**config.mk**
```make
export PLATFORM = sky130hd
export DESIGN_NAME = pic_core
export DESIGN_NICKNAME = d
export VERILOG_FILES = /design/src/rtl/pic_pkg.sv /design/src/rtl/pic_req_latch.sv /design/src/rtl/pic_prio_pick.sv /design/src/rtl/pic_cmd_dec.sv /design/src/rtl/pic_core.sv
export SDC_FILE = /design/constraint.sdc
export NUM_CORES = 1
export LEC_CHECK = 0
export CORE_MARGIN = 1
export CORE_UTILIZATION = 40
export DETAILED_ROUTE_END_ITERATION = 10
export DONT_BUFFER_PORTS = 1
export GPL_TIMING_DRIVEN = 0
export HOLD_SLACK_MARGIN = 0.06
export PLACE_DENSITY = 0.54
export SETUP_SLACK_MARGIN = 0.3
export SYNTH_ARGS = -nofsm -noshare
export SYNTH_HDL_FRONTEND = slang
export SYNTH_HIERARCHICAL = 1
export SYNTH_SLANG_ARGS = --single-unit
```
**constraint.sdc**
```tcl
create_clock -name clk_i -period 15.7 [get_ports clk_i]
set_input_delay 3.14 -clock clk_i [delete_from_list [all_inputs] [get_ports clk_i]]
set_output_delay 3.14 -clock clk_i [all_outputs]
set_load 0.01 [all_outputs]
```
**src/rtl/pic_pkg.sv**
```systemverilog
package pic_pkg;
  localparam int N_IRQ  = 8;
  localparam int LVL_W  = $clog2(N_IRQ);
  localparam int WORD_W = 8;

  typedef enum logic [1:0] {
    PORT_MASK = 2'd0,
    PORT_PRIO = 2'd1,
    PORT_MODE = 2'd2,
    PORT_NONE = 2'd3
  } port_e;

  typedef enum logic [2:0] {
    OP_AROT_OFF = 3'b000,
    OP_EOI_NS   = 3'b001,
    OP_NOP      = 3'b010,
    OP_EOI_SP   = 3'b011,
    OP_AROT_ON  = 3'b100,
    OP_ROT_NS   = 3'b101,
    OP_SET_LOW  = 3'b110,
    OP_ROT_SP   = 3'b111
  } prio_op_e;

  typedef struct packed {
    logic             mask_we;
    logic [N_IRQ-1:0] mask;
    logic             eoi_ns;
    logic             eoi_sp;
    logic             rot;
    logic             set_low;
    logic [LVL_W-1:0] lvl;
    logic             arot_on;
    logic             arot_off;
    logic             smm_on;
    logic             smm_off;
    logic             poll;
    logic             rsel_we;
    logic             rsel_isr;
  } pic_cmd_t;
endpackage

```
**src/rtl/pic_req_latch.sv**
```systemverilog
module pic_req_latch
  import pic_pkg::*;
#(
  parameter int N         = N_IRQ,
  parameter bit EDGE_TRIG = 1'b1
) (
  input  logic         clk_i,
  input  logic         rst_ni,
  input  logic [N-1:0] irq_i,
  input  logic [N-1:0] clr_i,
  output logic [N-1:0] irr_o
);
  if (EDGE_TRIG) begin : g_edge
    logic [N-1:0] irq_q, irr_q;
    always_ff @(posedge clk_i or negedge rst_ni) begin
      if (!rst_ni) begin
        irq_q <= '0;
        irr_q <= '0;
      end else begin
        irq_q <= irq_i;
        irr_q <= (irr_q | (irq_i & ~irq_q)) & ~clr_i;
      end
    end
    assign irr_o = irr_q;

    assert_edge_latch_R2: assert property (@(posedge clk_i) disable iff (!rst_ni)
      1'b1 |=> ((irr_o & $past(irq_i & ~irq_q & ~clr_i)) == $past(irq_i & ~irq_q & ~clr_i)));
  end else begin : g_level
    logic [N-1:0] irr_q;
    // sampled line, dropped for one cycle after acknowledge
    always_ff @(posedge clk_i or negedge rst_ni) begin
      if (!rst_ni) irr_q <= '0;
      else         irr_q <= irq_i & ~clr_i;
    end
    assign irr_o = irr_q;
  end
endmodule

```
**src/rtl/pic_prio_pick.sv**
```systemverilog
module pic_prio_pick
  import pic_pkg::*;
#(
  parameter int N = N_IRQ,
  localparam int W = $clog2(N)
) (
  input  logic [N-1:0] req_i,
  input  logic [W-1:0] low_i,
  output logic         any_o,
  output logic [W-1:0] lvl_o
);
  // scan from lowest priority upward; last hit is the highest priority
  always_comb begin
    lvl_o = '0;
    for (int k = N; k >= 1; k--) begin
      if (req_i[(int'(low_i) + k) % N]) lvl_o = W'((int'(low_i) + k) % N);
    end
    any_o = |req_i;
  end

  always_comb begin
    if (any_o) begin
      assert_pick_valid_R4: assert (req_i[lvl_o]);
    end
  end
endmodule

```
**src/rtl/pic_cmd_dec.sv**
```systemverilog
module pic_cmd_dec
  import pic_pkg::*;
(
  input  logic              wr_en_i,
  input  logic [1:0]        wr_sel_i,
  input  logic [WORD_W-1:0] wr_data_i,
  output pic_cmd_t          cmd_o
);
  prio_op_e op;
  assign op = prio_op_e'(wr_data_i[7:5]);

  always_comb begin
    cmd_o      = '0;
    cmd_o.lvl  = wr_data_i[LVL_W-1:0];
    cmd_o.mask = wr_data_i[N_IRQ-1:0];
    if (wr_en_i) begin
      case (port_e'(wr_sel_i))
        PORT_MASK: cmd_o.mask_we = 1'b1;
        PORT_PRIO: begin
          case (op)
            OP_AROT_OFF: cmd_o.arot_off = 1'b1;
            OP_AROT_ON:  cmd_o.arot_on  = 1'b1;
            OP_EOI_NS:   cmd_o.eoi_ns   = 1'b1;
            OP_EOI_SP:   cmd_o.eoi_sp   = 1'b1;
            OP_ROT_NS: begin
              cmd_o.eoi_ns = 1'b1;
              cmd_o.rot    = 1'b1;
            end
            OP_ROT_SP: begin
              cmd_o.eoi_sp = 1'b1;
              cmd_o.rot    = 1'b1;
            end
            OP_SET_LOW:  cmd_o.set_low  = 1'b1;
            default: ;
          endcase
        end
        PORT_MODE: begin
          cmd_o.smm_on   = (wr_data_i[6:5] == 2'b11);
          cmd_o.smm_off  = (wr_data_i[6:5] == 2'b10);
          cmd_o.poll     = wr_data_i[2];
          cmd_o.rsel_we  = wr_data_i[1];
          cmd_o.rsel_isr = wr_data_i[0];
        end
        default: ;
      endcase
    end
  end
endmodule

```
**src/rtl/pic_core.sv**
```systemverilog
module pic_core
  import pic_pkg::*;
#(
  parameter bit EDGE_TRIG = 1'b1
) (
  input  logic              clk_i,
  input  logic              rst_ni,
  input  logic [N_IRQ-1:0]  irq_i,
  input  logic              inta_i,
  input  logic              auto_eoi_i,
  input  logic              wr_en_i,
  input  logic [1:0]        wr_sel_i,
  input  logic [WORD_W-1:0] wr_data_i,
  input  logic              rd_en_i,
  output logic              int_o,
  output logic [LVL_W-1:0]  vec_o,
  output logic [WORD_W-1:0] rd_data_o
);
  localparam int PAD_W = WORD_W - LVL_W - 1;

  pic_cmd_t         cmd;
  logic [N_IRQ-1:0] irr, imr_q, isr_q, isr_d, cand, elig, ack_oh, eoi_clr;
  logic [LVL_W-1:0] low_q, low_d, win;
  logic             smm_q, arot_q, poll_q, rsel_isr_q;
  logic             req_any, smm_any, isr_any, ack, poll_rd;
  logic [LVL_W-1:0] req_lvl, smm_lvl, isr_lvl;

  function automatic logic [LVL_W-1:0] rank(input logic [LVL_W-1:0] lvl,
                                            input logic [LVL_W-1:0] low);
    return lvl - low - LVL_W'(1);
  endfunction

  pic_cmd_dec u_dec (
    .wr_en_i  (wr_en_i),
    .wr_sel_i (wr_sel_i),
    .wr_data_i(wr_data_i),
    .cmd_o    (cmd)
  );

  pic_req_latch #(.N(N_IRQ), .EDGE_TRIG(EDGE_TRIG)) u_req (
    .clk_i (clk_i),
    .rst_ni(rst_ni),
    .irq_i (irq_i),
    .clr_i (ack_oh),
    .irr_o (irr)
  );

  assign cand = irr & ~imr_q;
  assign elig = cand & ~isr_q;

  pic_prio_pick #(.N(N_IRQ)) u_pick_req (.req_i(cand),  .low_i(low_q), .any_o(req_any), .lvl_o(req_lvl));
  pic_prio_pick #(.N(N_IRQ)) u_pick_smm (.req_i(elig),  .low_i(low_q), .any_o(smm_any), .lvl_o(smm_lvl));
  pic_prio_pick #(.N(N_IRQ)) u_pick_isr (.req_i(isr_q), .low_i(low_q), .any_o(isr_any), .lvl_o(isr_lvl));

  always_comb begin
    if (smm_q) begin
      win   = smm_lvl;
      int_o = smm_any;
    end else begin
      win   = req_lvl;
      int_o = req_any && (!isr_any || (rank(req_lvl, low_q) < rank(isr_lvl, low_q)));
    end
  end

  assign vec_o   = int_o ? win : '1;
  assign poll_rd = rd_en_i & poll_q;
  assign ack     = (inta_i | poll_rd) & int_o;
  assign ack_oh  = ack ? (N_IRQ'(1) << win) : '0;

  always_comb begin
    eoi_clr = '0;
    if (cmd.eoi_ns && isr_any) eoi_clr = N_IRQ'(1) << isr_lvl;
    if (cmd.eoi_sp)            eoi_clr = N_IRQ'(1) << cmd.lvl;
    // EOI acts on the old contents; a same-cycle acknowledge survives
    isr_d = (isr_q & ~eoi_clr) | (auto_eoi_i ? '0 : ack_oh);
  end

  always_comb begin
    low_d = low_q;
    if (cmd.set_low)                         low_d = cmd.lvl;
    else if (cmd.rot && cmd.eoi_sp)          low_d = cmd.lvl;
    else if (cmd.rot && cmd.eoi_ns)          low_d = isr_any ? isr_lvl : low_q;
    else if (ack && auto_eoi_i && arot_q)    low_d = win;
  end

  always_ff @(posedge clk_i or negedge rst_ni) begin
    if (!rst_ni) begin
      imr_q      <= '0;
      isr_q      <= '0;
      low_q      <= LVL_W'(N_IRQ - 1);
      smm_q      <= 1'b0;
      arot_q     <= 1'b0;
      poll_q     <= 1'b0;
      rsel_isr_q <= 1'b0;
    end else begin
      isr_q <= isr_d;
      low_q <= low_d;
      if (cmd.mask_we) imr_q <= cmd.mask;
      if (cmd.smm_on)       smm_q <= 1'b1;
      else if (cmd.smm_off) smm_q <= 1'b0;
      if (cmd.arot_on)       arot_q <= 1'b1;
      else if (cmd.arot_off) arot_q <= 1'b0;
      if (cmd.poll)         poll_q <= 1'b1;
      else if (rd_en_i)     poll_q <= 1'b0;
      if (cmd.rsel_we) rsel_isr_q <= cmd.rsel_isr;
    end
  end

  always_comb begin
    if (poll_q)          rd_data_o = {int_o, {PAD_W{1'b0}}, (int_o ? win : LVL_W'(0))};
    else if (rsel_isr_q) rd_data_o = WORD_W'(isr_q);
    else                 rd_data_o = WORD_W'(~irr);
  end

  assert_mask_blocks_R3: assert property (@(posedge clk_i) disable iff (!rst_ni)
    int_o |-> !imr_q[vec_o]);

  assert_nest_R5: assert property (@(posedge clk_i) disable iff (!rst_ni)
    (int_o && !smm_q) |-> !isr_q[vec_o]);

  assert_smm_free_R10: assert property (@(posedge clk_i) disable iff (!rst_ni)
    (int_o && smm_q) |-> (irr[vec_o] && !isr_q[vec_o]));

  assert_ack_sets_isr_R4: assert property (@(posedge clk_i) disable iff (!rst_ni)
    (inta_i && int_o && !auto_eoi_i && !wr_en_i) |=> isr_q[$past(vec_o)]);

  assert_aeoi_keeps_isr_R9: assert property (@(posedge clk_i) disable iff (!rst_ni)
    (inta_i && auto_eoi_i && !wr_en_i) |=> (isr_q == $past(isr_q)));

  assert_nseoi_one_R6: assert property (@(posedge clk_i) disable iff (!rst_ni)
    (wr_en_i && wr_sel_i == 2'd1 && wr_data_i[7:5] == 3'b001 && !inta_i && !rd_en_i)
    |=> ($countones(isr_q) == $countones($past(isr_q)) - int'(|$past(isr_q))));

  assert_set_low_R8: assert property (@(posedge clk_i) disable iff (!rst_ni)
    (wr_en_i && wr_sel_i == 2'd1 && wr_data_i[7:5] == 3'b110) |=> (low_q == $past(wr_data_i[2:0])));

  assert_poll_ends_R12: assert property (@(posedge clk_i) disable iff (!rst_ni)
    (rd_en_i && !(wr_en_i && wr_sel_i == 2'd2 && wr_data_i[2])) |=> !poll_q);
endmodule

```
==> impl_metrics.toml <==
[drt]
drt_iter0_drc = 475
wire_per_inst_um = 19.2
vias_per_cell = 6.10
remaining_drc_errors = 0
drt-total-wl_mm = 14.1
drt_first_pass_iters = 6
ant_nets = 0
vias = 4459

[worst_setup_path]
crit_start = "low_q[1]"
cp_max_fo = 10
regToRegEndpoint = "u_req/irr_o[2]"
critPathKind = "reg2out"
cp-end-kind = "output pin"
r2r_setup_slack_ns = 9.24
critPathTopFamily = "buffers and inverters"
start_kind = "register"
reg2reg_depth = 21
path_buf_inv = 5
cpMaxStageDelayCell = "dfstp_2"
crit_arrival_ns = 6.62
cp.required_ns = 12.56
reg2reg_from = "low_q[1]"
crit_chain = "buf_2 > clkbuf_1 > inv_1 > ha_1 > mux4_2 > mux2_2 > nand2b_1 > o21ai_0 > nor2_1 > a21oi_1 > inv_1 > fa_1 > xor2_1 > xnor2_1 > ha_1 > o21ai_0 > a32o_1 > nor2_1 > clkbuf_1 > a21oi_1"
crit_path_max_incr_delay_ns = 0.67

[global_routing]
grt_start_max_net_pins = 40
met3_usage_pct = 2.55
overflow = 0
grtUsageMet2_pct = 37.4
grt_antenna_before_repair = 0
grt.busiest_layer = "met2"
grt_first_pass_wirelength_mm = 23.1
use_met1_pct = 31.2
grt_pass1_vias = 4351
grtUsageTotal_pct = 22.5

[synth]
ys_ff_latch = 39
synth_fp_nets = 591
synth_ff_type = "dfrtp_1"
synth.distinct_cells = 58
synth_most_common_cell = "nand2_1"
yosysTopAreaCell = "dfrtp_1"
syn_avg_cell_area_um2 = 8.98
synth_area_leaders = "dfrtp_1, mux4_1, mux2_2, mux4_2, mux2i_1"
yosys_warnings = 6
async_reset_ff_share_pct = 100
netlist_area_mm2 = 0.00498
ys_top_cells_by_count = "nand2_1, nor2_1, dfrtp_1, inv_1, mux2_2"
seq_area_frac_synth_pct = 19.7
synth_edf_count = 0
synth_top_area_share_pct = 18.1
synth_cells = 555

[clocking]
cts_buffer_depth = 2
post_cts_buffers = 0
htree_levels = 2
insertion_delay_ns = 0.28
clock-root-buffer = "clkbuf_16"
clkTransAtPathRegs_ns = 0.06
cts_tree = "done"
cts_sinks = 39
cts.repair.resized = 0
hold_buffers = 0
cts_buffers = 5

[min_path]
min_from = "arot_q"
holdPathStages = 1
hp-class = "reg2reg"
min_to = "arot_q"

[sta]
tightestPinTransition_ns = 0.639
hold_viol = 0
slew_headroom_pct = 57.4
fmax_mhz = 102
finalMaxSlewViolations = 0
period_needed_ns = 9.76
finalSetupViolations = 0
fin_tns_setup_ns = 0
grt_setup_unrepaired = "false"
period_share_pct = 62.2
finClkSkew_ns = 0.00375

[job]
cap_violations = 0

[placement]
dp_hpwl_mm = 10.6
globalplace.congestion = 0.873
io_buffers = 0

[finish]
diodes = 0
drive_gt1_share_pct = 19.5
areaGrowthSynthToFinish_pct = 8.16
num-nets-final = 598

[status]
status = "completed"

[die]
die_w_um = 114
die_height_um = 114
initial_core_util_pct = 41.3
placementRows = 40
ios = 36
dieArea_mm2 = 0.0129
coreArea_mm2 = 0.0121
## kinds of logic after synthesis
group / after synthesis / synth area share (%)
AND/OR/NAND/NOR: 186 / 20.4
XOR/XNOR: 13 / 2.28
buffers and inverters: 74 / 7.33
multiplexers: 80 / 24.5
adder cells (fa/ha/maj): 12 / 3.31
flip-flops: 39 / 19.7
AO/OA/AOI/OAI: 151 / 22.4
## sequential cells by signal (all words and copies together), names as in the netlist
name,cells
arot_q,1
low_q,3
smm_q,1
u_req/irr_o,8
poll_q,1
rsel_isr_q,1
isr_q,8
u_req/g_edge.irq_q,8
imr_q,8
## cell usage in the layout, fill, tap and decap left out, types with 4 or more instances in the layout
cell / n
nand2_1: 49
nor2_1: 44
dfrtp_1: 36
inv_1: 34
mux2_2: 26
a21oi_1: 24
mux2i_1: 21
nor2b_1: 20
a221oi_1: 18
o21ai_0: 17
nor3_1: 16
nand2b_1: 16
clkbuf_1: 14
buf_4: 12
mux4_2: 12
mux4_1: 12
a221o_1: 12
a21oi_2: 11
buf_2: 10
o22ai_1: 10
a211oi_1: 10
ha_1: 10
mux2_4: 9
o221ai_1: 8
nand2b_4: 8
xor2_1: 7
o41ai_1: 7
xnor2_1: 6
and3_1: 6
o31ai_1: 6
o21ai_1: 6
nor4_1: 6
clkbuf_16: 5
buf_6: 4
o311ai_0: 4
## per-layer routing
layer	vias to the layer above	wire, um
li1	2122	-
met1	2184	6510
met2	135	6780
met3	18	555
met4	0	218
met5	-	0
## layout make-up
type | count | area, um^2
tap | 168 | 210
multi-input combinational | 442 | 3640
clock inverter | 3 | 71.3
sequential | 39 | 980
fill | 1139 | 6670
clock buffer | 5 | 125
buffer | 40 | 238
inverter | 34 | 128
## how the worst max path moves through the flow
stage,endpoint,slack [ns],cells after the start
global route,rd_data_o[7],5.51,20
floorplan,rd_data_o[7],7.36,20
CTS,rd_data_o[7],5.99,20
global placement,rd_data_o[7],6.35,20
detailed placement,rd_data_o[7],6.31,20
finish,rd_data_o[7],5.94,20
## metrics by stage
stage	setup WS (ns)	utilization, %	instances	hold slack [ns]	area (um^2)
2_1_floorplan	7.36	-	555	0.454	4980
3_3_place_gp	6.35	43.1	723	0.492	5190
3_5_place_dp	6.31	43.1	723	0.501	5190
4_1_cts	5.99	44.7	731	0.515	5390
5_1_grt	5.51	44.7	731	0.530	5390
6_report	5.94	44.7	731	0.510	5390
Power is not shown: default switching activity piles up to over one toggle a cycle in this logic, so the estimate is an artifact.
